File: config.mk
export PLATFORM = sky130hd
export DESIGN_NAME = row_hit_logger
export DESIGN_NICKNAME = d
export VERILOG_FILES = /design/src/rtl/rhl_pkg.sv /design/src/rtl/rhl_ts_counter.sv /design/src/rtl/rhl_prio_enc.sv /design/src/rtl/rhl_rec_store.sv /design/src/rtl/row_hit_logger.sv
export SDC_FILE = /design/constraint.sdc
export NUM_CORES = 1
export LEC_CHECK = 0
export CAP_MARGIN = 30
export CORE_MARGIN = 1.5
export CORE_UTILIZATION = 50
export DETAILED_ROUTE_END_ITERATION = 12
export GPL_TIMING_DRIVEN = 0
export HOLD_SLACK_MARGIN = 0.05
export PLACE_DENSITY = 0.68
export SYNTH_ARGS = -nofsm -noshare
export SYNTH_HDL_FRONTEND = slang
export SYNTH_SLANG_ARGS = --single-unit
File: constraint.sdc
create_clock -name clk -period 2.9 [get_ports clk]
set_input_delay 0.58 -clock clk [delete_from_list [all_inputs] [get_ports clk]]
set_output_delay 0.58 -clock clk [all_outputs]
set_load 0.02 [all_outputs]
File: src/rtl/rhl_pkg.sv
package rhl_pkg;
  typedef enum logic [1:0] {
    ST_IDLE = 2'd0,
    ST_ACQ  = 2'd1,
    ST_READ = 2'd2
  } rhl_state_e;
endpackage

File: src/rtl/rhl_ts_counter.sv
module rhl_ts_counter #(
  parameter int TS_W = 13
) (
  input  logic            clk,
  input  logic            rst_n,
  input  logic            clear,
  input  logic            step,
  output logic [TS_W-1:0] ts
);
  localparam logic [TS_W-1:0] TS_MAX = '1;

  function automatic logic [TS_W-1:0] sat_inc(input logic [TS_W-1:0] v);
    return (v == TS_MAX) ? v : v + 1'b1;
  endfunction

  always_ff @(posedge clk or negedge rst_n) begin
    if (!rst_n)     ts <= '0;
    else if (clear) ts <= '0;
    else if (step)  ts <= sat_inc(ts);
  end
endmodule

File: src/rtl/rhl_prio_enc.sv
module rhl_prio_enc #(
  parameter int N  = 36,
  parameter int AW = 6
) (
  input  logic [N-1:0]  req,
  output logic          found,
  output logic [AW-1:0] idx,
  output logic [N-1:0]  grant
);
  always_comb begin
    found = 1'b0;
    idx   = '0;
    for (int i = N - 1; i >= 0; i--) begin
      if (req[i]) begin
        found = 1'b1;
        idx   = AW'(i);
      end
    end
  end

  genvar g;
  generate
    for (g = 0; g < N; g++) begin : g_grant
      assign grant[g] = found && (idx == AW'(g));
    end
  endgenerate
endmodule

File: src/rtl/rhl_rec_store.sv
module rhl_rec_store #(
  parameter int REC_W = 19,
  parameter int DEPTH = 16,
  parameter int CNT_W = 5
) (
  input  logic             clk,
  input  logic             rst_n,
  input  logic             clear,
  input  logic             wr_req,
  input  logic [REC_W-1:0] wr_rec,
  input  logic [CNT_W-1:0] rd_idx,
  output logic             wr_fire,
  output logic             full,
  output logic [CNT_W-1:0] count,
  output logic [REC_W-1:0] rd_rec
);
  localparam int PTR_W = (DEPTH > 1) ? $clog2(DEPTH) : 1;

  logic [REC_W-1:0] mem [DEPTH];

  assign full    = (count == CNT_W'(DEPTH));
  assign wr_fire = wr_req && !full;

  always_ff @(posedge clk or negedge rst_n) begin
    if (!rst_n)       count <= '0;
    else if (clear)   count <= '0;
    else if (wr_fire) count <= count + 1'b1;
  end

  always_ff @(posedge clk) begin
    if (wr_fire) mem[count[PTR_W-1:0]] <= wr_rec;
  end

  assign rd_rec = (rd_idx < CNT_W'(DEPTH)) ? mem[rd_idx[PTR_W-1:0]] : '0;
endmodule

File: src/rtl/row_hit_logger.sv
module row_hit_logger
  import rhl_pkg::*;
#(
  parameter int NUM_PIX = 36,
  parameter int TS_W    = 13,
  parameter int DEPTH   = 16,
  localparam int ADDR_W = $clog2(NUM_PIX),
  localparam int REC_W  = ADDR_W + TS_W,
  localparam int CNT_W  = $clog2(DEPTH + 1)
) (
  input  logic               clk,
  input  logic               rst_n,
  input  logic               train_start,
  input  logic               train_end,
  input  logic               xing,
  input  logic [NUM_PIX-1:0] hits,
  input  logic               mask_we,
  input  logic [NUM_PIX-1:0] mask_din,
  input  logic               rd_ready,
  output logic               rd_valid,
  output logic [REC_W-1:0]   rd_data,
  output logic               rd_last,
  output logic               overflow
);
  function automatic logic [REC_W-1:0] pack_rec(input logic [ADDR_W-1:0] a,
                                                input logic [TS_W-1:0] t);
    return {a, t};
  endfunction

  function automatic logic [REC_W-1:0] pack_marker(input logic ovf,
                                                   input logic [CNT_W-1:0] n);
    logic [REC_W-1:0] m;
    m = '0;
    m[REC_W-1]   = ovf;
    m[CNT_W-1:0] = n;
    return m;
  endfunction

  rhl_state_e         state_q;
  logic [NUM_PIX-1:0] mask_q;
  logic [NUM_PIX-1:0] pend_q;
  logic [TS_W-1:0]    pend_ts_q;
  logic [CNT_W-1:0]   rd_ptr_q;
  logic               ovf_q;

  // Named internal events
  logic               idle, acq;
  logic               start_evt, end_evt, xing_evt, mask_load;
  logic               enc_found;
  logic [ADDR_W-1:0]  enc_idx;
  logic [NUM_PIX-1:0] enc_grant;
  logic               wr_req, wr_fire, store_full;
  logic               drop_full, drop_late;
  logic               rd_fire, rd_done;
  logic [CNT_W-1:0]   count;
  logic [REC_W-1:0]   rd_rec;
  logic [TS_W-1:0]    ts;

  assign idle      = (state_q == ST_IDLE);
  assign acq       = (state_q == ST_ACQ);
  assign start_evt = idle && train_start;
  assign end_evt   = acq && train_end;
  assign xing_evt  = acq && xing;
  assign mask_load = idle && mask_we;
  assign wr_req    = acq && !xing && enc_found;
  assign drop_full = wr_req && store_full;
  assign drop_late = (xing_evt || end_evt) && (pend_q != '0);

  rhl_ts_counter #(.TS_W(TS_W)) u_ts (
    .clk   (clk),
    .rst_n (rst_n),
    .clear (start_evt),
    .step  (xing_evt),
    .ts    (ts)
  );

  rhl_prio_enc #(.N(NUM_PIX), .AW(ADDR_W)) u_enc (
    .req   (pend_q),
    .found (enc_found),
    .idx   (enc_idx),
    .grant (enc_grant)
  );

  rhl_rec_store #(.REC_W(REC_W), .DEPTH(DEPTH), .CNT_W(CNT_W)) u_store (
    .clk     (clk),
    .rst_n   (rst_n),
    .clear   (rd_done),
    .wr_req  (wr_req),
    .wr_rec  (pack_rec(enc_idx, pend_ts_q)),
    .rd_idx  (rd_ptr_q),
    .wr_fire (wr_fire),
    .full    (store_full),
    .count   (count),
    .rd_rec  (rd_rec)
  );

  // Readout port
  assign rd_valid = (state_q == ST_READ);
  assign rd_last  = rd_valid && (rd_ptr_q == count);
  assign rd_data  = rd_last ? pack_marker(ovf_q, count) : rd_rec;
  assign rd_fire  = rd_valid && rd_ready;
  assign rd_done  = rd_fire && rd_last;
  assign overflow = ovf_q;

  always_ff @(posedge clk or negedge rst_n) begin
    if (!rst_n) begin
      state_q <= ST_IDLE;
    end else begin
      case (state_q)
        ST_IDLE: if (start_evt) state_q <= ST_ACQ;
        ST_ACQ:  if (end_evt)   state_q <= ST_READ;
        ST_READ: if (rd_done)   state_q <= ST_IDLE;
        default: state_q <= ST_IDLE;
      endcase
    end
  end

  always_ff @(posedge clk or negedge rst_n) begin
    if (!rst_n)         mask_q <= '0;
    else if (mask_load) mask_q <= mask_din;
  end

  always_ff @(posedge clk or negedge rst_n) begin
    if (!rst_n) begin
      pend_q    <= '0;
      pend_ts_q <= '0;
    end else if (start_evt || end_evt) begin
      pend_q    <= '0;
    end else if (xing_evt) begin
      pend_q    <= hits & ~mask_q;
      pend_ts_q <= ts;
    end else if (wr_req) begin
      pend_q    <= pend_q & ~enc_grant;
    end
  end

  always_ff @(posedge clk or negedge rst_n) begin
    if (!rst_n)                      ovf_q <= 1'b0;
    else if (rd_done)                ovf_q <= 1'b0;
    else if (drop_full || drop_late) ovf_q <= 1'b1;
  end

  always_ff @(posedge clk or negedge rst_n) begin
    if (!rst_n)                 rd_ptr_q <= '0;
    else if (rd_done)           rd_ptr_q <= '0;
    else if (rd_fire)           rd_ptr_q <= rd_ptr_q + 1'b1;
  end
endmodule

### Word level (Yosys, flattened, before mapping)

Memories as Yosys holds them, arrays and structs flattened.
Index checks and enable logic that the tools add are counted.

| word-level totals | value |
|---|---|
| register bits after elaboration | 111 |
| bits in writable memories | 304 |
| input port bits | 79 |
| output and inout bits | 22 |
| logic and storage cells | 218 |
| memories kept | 1 |

| operators by class | value |
|---|---|
| add/subtract/negate cells | 3 |
| order comparisons | 1 |
| equality and inequality tests | 44 |
| muxes and demuxes | 92 |
| bitwise gates (word level) | 5 |
| reductions and logical operators | 64 |

Memories:

| memory | depth | width | rd ports | clocked after memory_dff | wr ports | line | source |
|---|---|---|---|---|---|---|---|
| u_store.mem | 16 | 19 | 1 | 0 | 1 | rhl_rec_store.sv:19 | `logic [REC_W-1:0] mem [DEPTH];` |

Operators by type and width:

| operator | count |
|---|---|
| $mux W6 | 36 |
| $mux W36 | 3 |
| $eq A6 B5 Y1 const B | 16 |
| $and A36 B36 Y36 | 2 |
| $not A36 Y36 | 2 |
| $eq A6 B4 Y1 const B | 8 |
| $logic_and A1 B1 Y1 | 48 |
| $mux W1 | 40 |
| $mux W13 | 3 |
| $mux W19 | 2 |
| $reduce_bool A36 Y1 | 1 |
| $eq A6 B3 Y1 const B | 4 |
| $eq A6 B6 Y1 const B | 4 |
| $mux W5 | 4 |
| $add A13 B1 Y13 const B | 1 |
| $eq A13 B13 Y1 const B | 1 |
| $eq A6 B2 Y1 const B | 2 |
| $add A5 B1 Y5 const B | 2 |
| $reduce_bool A2 Y1 | 4 |
| $eq A6 B1 Y1 const B | 1 |
| $logic_not A6 Y1 | 1 |
| $mux W2 | 3 |
| $ne A2 B1 Y1 const B | 3 |
| $pmux W2 S3 | 1 |
| other kinds (13) | 17 |

### Longest topological paths before layout

Gate-level depths: netlist of the first run.

| depth | value |
|---|---|
| word-level depth | 43 |
| gate-level depth with buffers | 8 |

### Modules after synthesis

A second synthesis of the first run with hierarchy kept.

| second synthesis, totals | value |
|---|---|
| cells, all modules | 1272 |
| area total of the unflattened synthesis | 18183.7 um^2 |

Modules (own cells, without submodules):

| module | instances | cells each | area each (um^2) | sequential area each (um^2) |
|---|---|---|---|---|
| rhl_rec_store | 1 | 663 | 12294.3 | 9253.9 |
| row_hit_logger | 1 | 389 | 4396.7 | 2327.2 |
| rhl_prio_enc | 1 | 144 | 764.5 | 0.0 |
| rhl_ts_counter | 1 | 76 | 728.2 | 325.3 |

### Least setup slack after synthesis of the first run

No wires, ideal clock.

| path | value |
|---|---|
| kind | register -> output |
| start | register rd_ptr_q[0] |
| end | output port rd_data[11] |
| arrival | 2547 ps |
| required time | 2320 ps |
| slack | -227 ps |
| cell stages (with the launch flop) | 7 |
| buffers on the path | 3 |
| cells stage by stage | dfrtp_1 clkbuf_1 buf_2 clkbuf_1 mux4_2 mux4_2 nor2b_1 |

| between the ends | value |
|---|---|
| longest elaborated chain between the ends | 3 |
| elaborated cells on any way between the ends | 6 |
| those cells by class | order compare: 1; eq/ne: 1; mux: 2; reduce/logical: 1; memory: 1 |

RTL lines:

| element | line | source |
|---|---|---|
| start: declaration | row_hit_logger.sv:43 | `logic [CNT_W-1:0] rd_ptr_q;` |
| start signal: assignment | row_hit_logger.sv:146 | `else if (rd_fire) rd_ptr_q <= rd_ptr_q + 1'b1;` |
| $mem_v2 Z16 W19, or another cell as far along | -- |  |
| $mux W19 / $logic_and A1 B1 Y1 (equally long branches) | rhl_rec_store.sv:34, row_hit_logger.sv:99 |  |
| $mux W19 * | row_hit_logger.sv:100 | `assign rd_data = rd_last ? pack_marker(ovf_q, count) : rd_rec;` |
| end: declaration | row_hit_logger.sv:21 | `output logic [REC_W-1:0] rd_data,` |

Mark *: on every way between the ends. The rest lies on a longest branch, timed or not.

### Worst setup path after layout of the first run

| path | value |
|---|---|
| start | register rd_ptr_q[0] |
| end | output port rd_data[4] |

Same word-level chain as after synthesis.

==> impl_results.rst, run 1 <==
.. list-table::
   :header-rows: 1

   * - Metric
     - Value
   * - Cell variety after synth
     - 57
   * - Sequential-to-total area share from yosys stat
     - 0.689
   * - Switching part of the total power
     - 0.341
   * - Antenna-violating nets left
     - 0
   * - Net Switching
     - 0.00719 W
   * - Synth area leaders
     - sky130_fd_sc_hd__edfxtp_1 (53%), sky130_fd_sc_hd__dfrtp_1 (16%), sky130_fd_sc_hd__mux4_2 (12%)
   * - Violated checks
     - negative setup slack
   * - Total placed instance area
     - 19300 um^2
   * - IO Count
     - around 100
   * - Count of clock tree sinks
     - 415
   * - GPL Wtd Cong
     - 0.875
   * - Highest net fanout along the worst path
     - 5
   * - Die Outline Area
     - 35700 um^2
   * - Core region area
     - between 30000 and 40000 um^2
   * - Path type of the worst setup path
     - reg -> out
   * - Highest-count cells in the layout ignoring fill and taps
     - sky130_fd_sc_hd__edfxtp_1 (304), sky130_fd_sc_hd__dfrtp_1 (105), sky130_fd_sc_hd__mux4_2 (95)
   * - Number of remaining DRC errors
     - 0
   * - Register-to-register setup slack
     - 0 ns
   * - Drt first pass iters
     - 6
   * - Layout cell share with drive strength beyond 1
     - 0.272
   * - Clock Path Buffers
     - 3
   * - Power per cell area
     - 984 nW/um^2
   * - Number of global-route vias before repair
     - 10576
   * - X dimension of the die
     - 189 um
   * - Max-cap viol count
     - 0
   * - Unrepaired setup endpoints after global routing
     - true
   * - Crit path time final
     - approximately 3.3 ns
   * - Fin crit share
     - 1.13
   * - Sequential group share of total power
     - 0.399
   * - Starting density of the core
     - 0.511
   * - Share of async-settable or async-resettable flops after synthesis
     - 0.267
   * - Worst supply voltage drop on vdd
     - 0.727 mV
   * - Max Clock Skew
     - 0.0310 ns
   * - DPL Wire Length
     - 26900 um
   * - Via count
     - 10633
   * - Kind of start point of the critical path
     - register
   * - Maximum number of pins on one net before global-route repair
     - 78
   * - Finished Cell Area
     - 21500 um^2
   * - Wire length of the first global-routing pass
     - 65900 um
   * - Pre-CTS WS
     - -1.64 ns
   * - Total global-route track usage
     - 0.251
   * - Class of the tightest hold or removal check
     - in -> async
   * - Comb power frac
     - 0.364
   * - Sum of routed wire length over all layers
     - around 44000 um
   * - Area fraction of the dominant cell type after synthesis
     - 0.528
   * - Final setup slack of the worst path
     - -0.376 ns
   * - Clock-pin transition on the worst setup and hold timing paths
     - roughly 0.07 ns
   * - Critical-path top delay cell
     - sky130_fd_sc_hd__mux4_2
   * - Most common cell after layout, fill and taps aside
     - sky130_fd_sc_hd__edfxtp_1
   * - Cell total after placement
     - 1626
   * - Diode count
     - 0
   * - Critical register-to-register path endpoint
     - u_store.mem[10][15]$_DFFE_PP_
   * - Max Clock Freq
     - 305 MHz
   * - Worst path arrival time
     - 2.70 ns
   * - Max-slew violation total from the final report
     - 0
   * - Insertion delay of the later-clocked pin in the worst-skew pair
     - 0.56 ns
   * - TritonCTS buffer count
     - 43
   * - Largest area contributor in the synthesized netlist
     - sky130_fd_sc_hd__edfxtp_1
   * - Avg Inst Size Synth
     - 16.4 um^2
   * - Antenna violations before repair
     - 0
   * - Buffers on Ports
     - 100
   * - Critical path cell sequence
     - buf_12, buf_8, buf_12, mux4_2, mux4_2, inv_2, o21ai_4, buf_6
   * - Count of nets after finishing
     - between 1000 and 1500
   * - Data required time of the worst path
     - 2.32 ns
   * - Mapped Area
     - 17300 um^2
   * - Count of flip-flops with a built-in enable after synthesis
     - 304
   * - Via density per instance
     - 6.11
   * - Worst R2R Path Depth
     - 6
   * - Gr ovfl total
     - 0
   * - Endpoint class of the critical path
     - output port
   * - Power Internal
     - 0.0139 W
   * - Count of synthesis-stage warnings from yosys
     - 0
   * - Clock root buffer
     - sky130_fd_sc_hd__clkbuf_16
   * - Worst-Margin Slew
     - 0.891 ns
   * - Clk pwr share
     - 0.237
   * - Most instantiated flip-flop cell in the synthesis netlist
     - sky130_fd_sc_hd__edfxtp_1
   * - Leakage power of the design
     - 7.74 nW
   * - Startpoint of the worst-slack reg-to-reg timing path
     - state_q[1]$_DFFE_PN0P_
   * - Number of nets in the synthesized netlist
     - about 1100
   * - Final hold vios
     - 0
   * - FF+latch count, synth
     - approximately 420
   * - Standard-cell row count
     - 67
   * - Worst slew margin relative to its limit
     - 0.398
   * - H-Tree Depth
     - 2
   * - Final Setup Violations
     - 19
   * - Die Span Y
     - 189 um
   * - Number of DRC violations after detailed-routing iteration 0
     - ~1200
   * - Area Growth Syn to Fin
     - 24.2%
   * - Number of non-filler instances in the completed layout
     - 1741
   * - Clock tree from TritonCTS
     - yes
   * - Status
     - complete, but fails checks
   * - Worst path max stage delay
     - between 0.5 and 0.6 ns
   * - Cell count after synthesis
     - 1056
   * - Routed wirelength normalized by instance count
     - between 20 and 30 um
## flip-flops by register name, indices dropped and copies added, names as in the netlist
| register | count |
|---|---|
| pend_q | 36 |
| overflow | 1 |
| rd_ptr_q | 5 |
| u_store.mem | 304 |
| mask_q | 36 |
| state_q | 2 |
| u_ts.ts | 13 |
| u_store.count | 5 |
| pend_ts_q | 13 |
## power by group through the flow
stage	Sequential [W]	Clock, W	Combinational, W
finish	0.00841	0.00501	0.00768
global route	0.00850	0.00529	0.00816
CTS	0.00835	0.00504	0.00744
detailed placement	0.00839	0	0.00651
global placement	0.00837	0	0.00617
floorplan	0.00819	0	0.00424
## how the worst max path moves through the flow
stage / from / endpoint / slack [ns] / cells after the start
after floorplan: rd_ptr_q[0]$_DFFE_PN0P_ / rd_data[10] / 0.004 / 5
after global placement: rst_n / pend_ts_q[7]$_DFFE_PN0P_ / -3.21 / 1
after detailed placement: state_q[1]$_DFFE_PN0P_ / rd_data[0] / -1.64 / 9
after CTS: rd_ptr_q[0]$_DFFE_PN0P_ / rd_data[10] / -0.42 / 8
after global routing: rd_ptr_q[0]$_DFFE_PN0P_ / rd_data[13] / -0.42 / 7
final: rd_ptr_q[0]$_DFFE_PN0P_ / rd_data[4] / -0.38 / 8
## per-layer routing
| metal | GRT usage | wire length, um | vias to the layer above |
|---|---|---|---|
| li1 | - | - | 4595 |
| met1 | 0.353 | 18000 | 5442 |
| met2 | 0.403 | 21400 | 503 |
| met3 | 0.0426 | 3430 | 93 |
| met4 | 0.0821 | 1310 | 0 |
| met5 | 0 | 0 | - |
## cells in the mapped netlist, drive strengths merged, types with 3 or more instances
cell type and instances:
a2111oi 3, a21o 3, a21oi 32, a31oi 14, a32oi 3, and2 12
and3 8, buf 8, clkbuf 41, dfrtp 111, edfxtp 304, ha 6
inv 26, mux2 34, mux4 95, nand2 87, nand2b 7, nand3 15
nand3b 13, nand4 9, nor2 36, nor2b 20, nor3 9, nor3b 22
nor4 18, o211ai 12, o21ai 43, o21bai 4, o31ai 5, o32a 3
or2 3, or3 8, or4 5, xnor2 7, xor2 4
## through the flow
step           hold slack [ns]  power (W)  TNS [ns]  utilization
2_1_floorplan            0.284     0.0124         0            -
4_1_cts                  0.502     0.0208     -6.64        0.629
5_1_grt                  0.513     0.0219     -7.51        0.635
6_report                 0.495     0.0211     -6.25        0.635
3_5_place_dp             0.487     0.0149   -166.36        0.571
3_3_place_gp             0.482     0.0145   -604.60        0.558
## cells by family after synthesis
logic type / share of synthesized area
DFF: 0.689
muxes: 0.147
buffers and inverters: 0.0168
xor gates and xnor gates: 0.00558
AOI/OAI and AO/OA: 0.0524
adders and majority gates: 0.00435
and+or+nand+nor: 0.0845
## critical path: cells and delay by family, from the launching register on
family / cells / cell delay [ns]
mux: 2 / 1.01
flops: 1 / 0.41
compound gates: 1 / 0.08
buf+inv: 5 / 0.63
## timing repair
item,4_1_cts,5_1_grt
pin swaps,10,4
resized for setup,247,25
cloned,10,0
setup buffers,22,13
endpoints found under the setup margin,352,238
endpoints found under the hold margin,34,0
hold buffers,1,0
## layout make-up
| cell class | instances | area, um^2 |
|---|---|---|
| Sequential cell | 415 | 11900 |
| Inverter | 27 | 109 |
| Tap cell | 448 | 561 |
| Fill cell | 2374 | 12300 |
| Clock buffer | 60 | 1160 |
| Clock inverter | 17 | 93.8 |
| Multi-Input combinational cell | 572 | 5380 |
| Buffer | 40 | 313 |
| Timing Repair Buffer | 162 | 1920 |
No activity file was read; power rests on OpenSTA's default activity.
==> inputs of run 2 (changes only) <==
--- a/config.mk
+++ b/config.mk
@@ -6,7 +6,7 @@
 export NUM_CORES = 1
 export LEC_CHECK = 0
 export CAP_MARGIN = 30
-export CORE_MARGIN = 1.5
+export CORE_MARGIN = 2
 export CORE_UTILIZATION = 50
 export DETAILED_ROUTE_END_ITERATION = 12
 export GPL_TIMING_DRIVEN = 0
==> impl_results.rst, run 2 (synthesis results as in run 1) <==
.. list-table::
   :header-rows: 1

   * - Metric
     - Value
   * - Violated checks
     - negative setup slack
   * - Class of the tightest hold or removal check
     - reg -> reg
   * - Worst path top cell family by delay
     - multiplexers
   * - Clock Path Buffers
     - 3
   * - Crit path time final
     - 3.29 ns
   * - Leakage power of the design
     - 7.82 nW
   * - Number of DRC violations after detailed-routing iteration 0
     - between 1000 and 1500
   * - Wire length of the first global-routing pass
     - 66200 um
   * - Critical path cell sequence
     - buf_12, buf_12, clkbuf_16, mux4_2, mux4_2, nor2b_4, buf_6
   * - Worst slew margin relative to its limit
     - 0.396
   * - GPL Wtd Cong
     - 0.880
   * - Highest-count cells in the layout ignoring fill and taps
     - sky130_fd_sc_hd__edfxtp_1 (304), sky130_fd_sc_hd__dfrtp_1 (104), sky130_fd_sc_hd__mux4_2 (95)
   * - Antenna-violating nets left
     - 0
   * - Max Clock Freq
     - 304 MHz
   * - Drt first pass iters
     - 5
   * - Register-to-register setup slack
     - 0 ns
   * - Via density per instance
     - about 6.1
   * - Core region area
     - approximately 34000 um^2
   * - Layout cell share with drive strength beyond 1
     - 0.278
   * - DPL Wire Length
     - 26900 um
   * - Unrepaired setup endpoints after global routing
     - true
   * - TritonCTS buffer count
     - 43
   * - Final hold vios
     - 0
   * - Clock-pin transition on the worst setup and hold timing paths
     - around 0.06 ns
   * - Kind of start point of the critical path
     - register
   * - Number of non-filler instances in the completed layout
     - 1744
   * - Die Span Y
     - 190 um
   * - Total global-route track usage
     - 0.250
   * - Critical-path top delay cell
     - sky130_fd_sc_hd__mux4_2
   * - Final setup slack of the worst path
     - -0.388 ns
   * - Area Growth Syn to Fin
     - 25.3%
   * - H-Tree Depth
     - 2
   * - Buffers & Inverters on Critical Path
     - 4
   * - Path type of the worst setup path
     - reg -> out
   * - Clock root buffer
     - sky130_fd_sc_hd__clkbuf_16
   * - Fin crit share
     - 1.13
   * - Count of clock tree sinks
     - 415
   * - Worst path arrival time
     - 2.71 ns
   * - Antenna violations before repair
     - 0
   * - Worst path max stage delay
     - 0.53 ns
   * - Maximum number of pins on one net before global-route repair
     - 70
   * - Max-cap viol count
     - 0
   * - Cell total after placement
     - 1630
   * - Via count
     - 10590
   * - Max-slew violation total from the final report
     - 0
   * - Data required time of the worst path
     - 2.32 ns
   * - Number of remaining DRC errors
     - 0
   * - Power per cell area
     - 991 nW/um^2
   * - Finished Cell Area
     - between 20000 and 25000 um^2
   * - Routed wirelength normalized by instance count
     - around 25 um
   * - Gr ovfl total
     - 0
   * - IO Count
     - 101
   * - Buffers on Ports
     - 100
   * - Number of global-route vias before repair
     - 10683
   * - Clock tree from TritonCTS
     - yes
   * - Sum of routed wire length over all layers
     - 44100 um
   * - Count of nets after finishing
     - about 1300
   * - Final Setup Violations
     - 19
   * - Die Outline Area
     - ~36000 um^2
   * - Most common cell after layout, fill and taps aside
     - sky130_fd_sc_hd__edfxtp_1
   * - Diode count
     - 0
   * - Worst-Margin Slew
     - between 0.9 and 1 ns
   * - Insertion delay of the later-clocked pin in the worst-skew pair
     - 0.56 ns
   * - Starting density of the core
     - 0.504
   * - Number of flip-flops under the largest register name
     - 304
   * - Standard-cell row count
     - 68
   * - Endpoint class of the critical path
     - output port
   * - Total placed instance area
     - 19200 um^2
   * - Highest net fanout along the worst path
     - 5
   * - Status
     - complete, but fails checks
   * - X dimension of the die
     - ~190 um
   * - Worst supply voltage drop on vdd
     - about 0.65 mV
   * - Max Clock Skew
     - 0.0151 ns
==> run 2: area by class of cell <==
type	instances	area (um^2)
tap	455	569
timing repair buffer	164	2000
sequential	415	11900
inverter	27	113
fill	2409	12600
clock inverter	16	214
multi-input combinational	566	5300
buffer	40	342
clock buffer	61	1180
==> run 2: path summary, 6_finish.rpt <==
check                                         from                      endpoint  cells after the start
min                         mask_q[24]$_DFFE_PN0P_        mask_q[24]$_DFFE_PN0P_                      1
min in group asynchronous                    rst_n        mask_q[10]$_DFFE_PN0P_                      2
max in group asynchronous                    rst_n      pend_ts_q[3]$_DFFE_PN0P_                      3
min reg2reg                 mask_q[24]$_DFFE_PN0P_        mask_q[24]$_DFFE_PN0P_                      1
max                        rd_ptr_q[0]$_DFFE_PN0P_                   rd_data[12]                      7
max reg2reg                 pend_q[19]$_DFFE_PN0P_  u_store.mem[14][2]$_DFFE_PP_                      6
==> run 2: per-stage QoR <==
stage | hold slack (ns) | power, W | setup TNS, ns | utilization | setup slack [ns]
floorplan | 0.284 | 0.0124 | 0 | - | 0.00386
global placement | 0.481 | 0.0145 | -615.02 | 0.550 | -3.25
detailed placement | 0.487 | 0.0149 | -161.15 | 0.560 | -1.53
CTS | 0.501 | 0.0211 | -6.32 | 0.623 | -0.377
global route | 0.512 | 0.0223 | -7.89 | 0.631 | -0.435
finish | 0.497 | 0.0214 | -6.69 | 0.631 | -0.388
==> run 2: routing by layer <==
| layer | track usage | share of wire | vias up |
|---|---|---|---|
| li1 | - | - | 4576 |
| met1 | 0.359 | 0.42 | 5455 |
| met2 | 0.401 | 0.48 | 488 |
| met3 | 0.0435 | 0.078 | 71 |
| met4 | 0.0668 | 0.022 | 0 |
| met5 | 0 | 0 | - |
==> run 2: timing repair <==
| action | in CTS | in global routing |
|---|---|---|
| gates resized for setup | 216 | 55 |
| endpoints found under the hold margin | 42 | 0 |
| endpoints found under the setup margin | 365 | 266 |
| pin swaps | 11 | 6 |
| buffers inserted | 30 | 11 |
| cloned | 4 | 0 |
| hold buffers | 1 | 0 |
==> run 2: power breakdown <==
group / switching, W / internal (W) / leakage (nW)
clock: 0.00227 / 0.00322 / 0.675
sequential: 0.000707 / 0.00772 / 4.34
combinational: 0.00419 / 0.00334 / 2.80
==> inputs of run 3 (changes only) <==
--- a/config.mk
+++ b/config.mk
@@ -6,12 +6,13 @@
 export NUM_CORES = 1
 export LEC_CHECK = 0
 export CAP_MARGIN = 30
-export CORE_MARGIN = 2
+export CORE_MARGIN = 10
 export CORE_UTILIZATION = 50
 export DETAILED_ROUTE_END_ITERATION = 12
 export GPL_TIMING_DRIVEN = 0
-export HOLD_SLACK_MARGIN = 0.05
+export HOLD_SLACK_MARGIN = 0.12
 export PLACE_DENSITY = 0.68
+export SKIP_LAST_GASP = 1
 export SYNTH_ARGS = -nofsm -noshare
 export SYNTH_HDL_FRONTEND = slang
 export SYNTH_SLANG_ARGS = --single-unit
==> impl_results.rst, run 3 (synthesis results as in run 1) <==
.. list-table::
   :header-rows: 1

   * - Metric
     - Value
   * - Status
     - complete, but fails checks
   * - Violated checks
     - negative setup slack
   * - Clk pwr share
     - 0.259
   * - Comb power frac
     - 0.354
   * - GPL Wtd Cong
     - 0.861
   * - Clock Path Buffers
     - 3
   * - Number of flip-flops under the largest register name
     - 304
   * - X dimension of the die
     - 206 um
   * - Kind of start point of the critical path
     - register
   * - Power per cell area
     - 1000 nW/um^2
   * - DPL Wire Length
     - 28100 um
   * - Wire length of the first global-routing pass
     - 68500 um
   * - Count of nets after finishing
     - between 1000 and 1500
   * - Starting density of the core
     - 0.504
   * - IO Count
     - 101
   * - Final setup slack of the worst path
     - -0.374 ns
   * - Layout filler cell count
     - 2369
   * - Number of DRC violations after detailed-routing iteration 0
     - 1303
   * - Final Setup Violations
     - 259
   * - Number of global-route vias before repair
     - 10852
   * - Via count
     - 10824
   * - Final hold vios
     - 0
   * - H-Tree Depth
     - 2
   * - Highest-count cells in the layout ignoring fill and taps
     - sky130_fd_sc_hd__edfxtp_1 (304), sky130_fd_sc_hd__dfrtp_1 (105), sky130_fd_sc_hd__mux4_2 (95)
   * - Fin crit share
     - 1.13
   * - Highest net fanout along the worst path
     - 7
   * - Count of clock tree sinks
     - 415
   * - Maximum number of pins on one net before global-route repair
     - between 70 and 80
   * - Unrepaired setup endpoints after global routing
     - true
   * - Area of the multi-input gates
     - around 5400 um^2
   * - Sequential group share of total power
     - 0.387
   * - Crit path time final
     - 3.27 ns
   * - Max-slew violation total from the final report
     - 0
   * - Pre-CTS WS
     - -1.50 ns
   * - Routed wirelength normalized by instance count
     - 26.8 um
   * - Max Clock Skew
     - around 0.022 ns
   * - Core region area
     - 34300 um^2
   * - Switching part of the total power
     - 0.338
   * - Antenna violations before repair
     - 1
   * - Max-cap viol count
     - 0
   * - Die Span Y
     - 206 um
   * - Number of remaining DRC errors
     - 0
   * - Total placed instance area
     - 19200 um^2
   * - Gr ovfl total
     - 0
   * - Most common cell after layout, fill and taps aside
     - sky130_fd_sc_hd__edfxtp_1
   * - Antenna-violating nets left
     - 0
   * - Worst path arrival time
     - 2.69 ns
   * - Worst-Margin Slew
     - 1.29 ns
   * - Clock-pin transition on the worst setup and hold timing paths
     - 0.06 ns
   * - Total global-route track usage
     - 0.218
   * - Via density per instance
     - 6.17
   * - Power Internal
     - between 0.01 and 0.015 W
   * - Path type of the worst setup path
     - reg -> out
   * - Max Clock Freq
     - between 300 and 400 MHz
   * - Sequential cell area
     - roughly 12000 um^2
   * - Worst slew margin relative to its limit
     - 0.137
   * - Clock tree from TritonCTS
     - yes
   * - Leakage power of the design
     - 7.83 nW
   * - Standard-cell row count
     - 68
   * - Area Growth Syn to Fin
     - 25.3%
   * - Worst supply voltage drop on vdd
     - 0.522 mV
   * - Net Switching
     - 0.00733 W
   * - Data required time of the worst path
     - 2.32 ns
   * - TritonCTS buffer count
     - 43
   * - Buffers on Ports
     - 100
   * - Endpoint class of the critical path
     - output port
   * - Drt first pass iters
     - 6
   * - Layout cell share with drive strength beyond 1
     - 0.277
   * - Die Outline Area
     - 42400 um^2
   * - Sum of routed wire length over all layers
     - 46900 um
   * - Finished Cell Area
     - 21600 um^2
   * - Class of the tightest hold or removal check
     - reg -> reg
   * - Insertion delay of the later-clocked pin in the worst-skew pair
     - between 0.5 and 0.6 ns
   * - Clock root buffer
     - sky130_fd_sc_hd__clkbuf_16
-- run 3: changes by cell type in the layout (fill, tap and decap cells not counted), sizes merged --
| cell | delta |
|---|---|
| inv | +2 |
| diode | +1 |
| buf | -2 |
| a31oi | +1 |
| clkinv | +6 |
| clkbuf | -1 |
| and2 | -1 |
| clkinvlp | -1 |
| and3 | +4 |
| bufinv | +1 |
-- run 3: area by class of cell --
cell class                 count  share of cell area
buffer                        41              0.0154
timing repair buffer         165              0.0890
tap                          455              0.0263
sequential                   415               0.550
clock inverter                24              0.0121
clock buffer                  56              0.0544
inverter                      27             0.00503
antenna                        1            0.000116
multi-input combinational    570               0.247
-- run 3: routing by layer --
metal	share of wire	vias up	wire length [um]	GRT usage
met5	0	-	0	0
met4	0.025	0	1180	0.0649
met3	0.085	83	4010	0.0455
met2	0.49	547	22800	0.351
met1	0.40	5593	19000	0.294
li1	-	4601	-	-
-- run 3: power groups by stage --
stage	registers [W]	logic (W)	clock network, W
after floorplan	0.00819	0.00424	0
after global placement	0.00837	0.00616	0
after detailed placement	0.00838	0.00656	0
after CTS	0.00834	0.00728	0.00568
after global routing	0.00847	0.00817	0.00591
final	0.00839	0.00768	0.00562
-- run 3: through the flow --
step,util,std cells,TNS (ns),power [W],hold slack [ns]
finish,0.631,1754,-17.62,0.0217,0.494
global route,0.631,1753,-26.00,0.0226,0.515
CTS,0.618,1728,-6.98,0.0213,0.499
detailed placement,0.561,1630,-161.03,0.0149,0.487
global placement,0.550,1611,-617.44,0.0145,0.481
floorplan,-,1056,0,0.0124,0.284
-- run 3: worst paths after layout --
check / start / to / slack (ns) / cells after the start
min in group asynchronous: rst_n / mask_q[10]$_DFFE_PN0P_ / 0.51 / 2
worst min register to register: u_ts.ts[12]$_DFFE_PN0P_ / u_ts.ts[12]$_DFFE_PN0P_ / 0.49 / 2
worst max-delay path: rd_ptr_q[0]$_DFFE_PN0P_ / rd_data[5] / -0.37 / 7
worst min-delay path: u_ts.ts[12]$_DFFE_PN0P_ / u_ts.ts[12]$_DFFE_PN0P_ / 0.49 / 2
max in group asynchronous: rst_n / u_ts.ts[7]$_DFFE_PN0P_ / 1.69 / 3
worst max register to register: pend_q[27]$_DFFE_PN0P_ / u_store.mem[0][1]$_DFFE_PP_ / -0.13 / 7
-- run 3: critical path: stages (launching register included) --
cell and delay (ns):
sky130_fd_sc_hd__dfrtp_2 0.40, sky130_fd_sc_hd__buf_12 0.14, sky130_fd_sc_hd__buf_6 0.11, sky130_fd_sc_hd__buf_12 0.14, sky130_fd_sc_hd__mux4_2 0.53, sky130_fd_sc_hd__mux4_2 0.52
sky130_fd_sc_hd__nor2b_4 0.15, sky130_fd_sc_hd__buf_6 0.13
-- run 3: repair_timing --
item,4_1_cts,5_1_grt
gates cloned,6,4
setup buffers,19,24
pin swaps,8,10
hold buffers,1,0
gates resized for setup,215,35
hold endpoints to repair,41,0
setup endpoints to repair,346,205
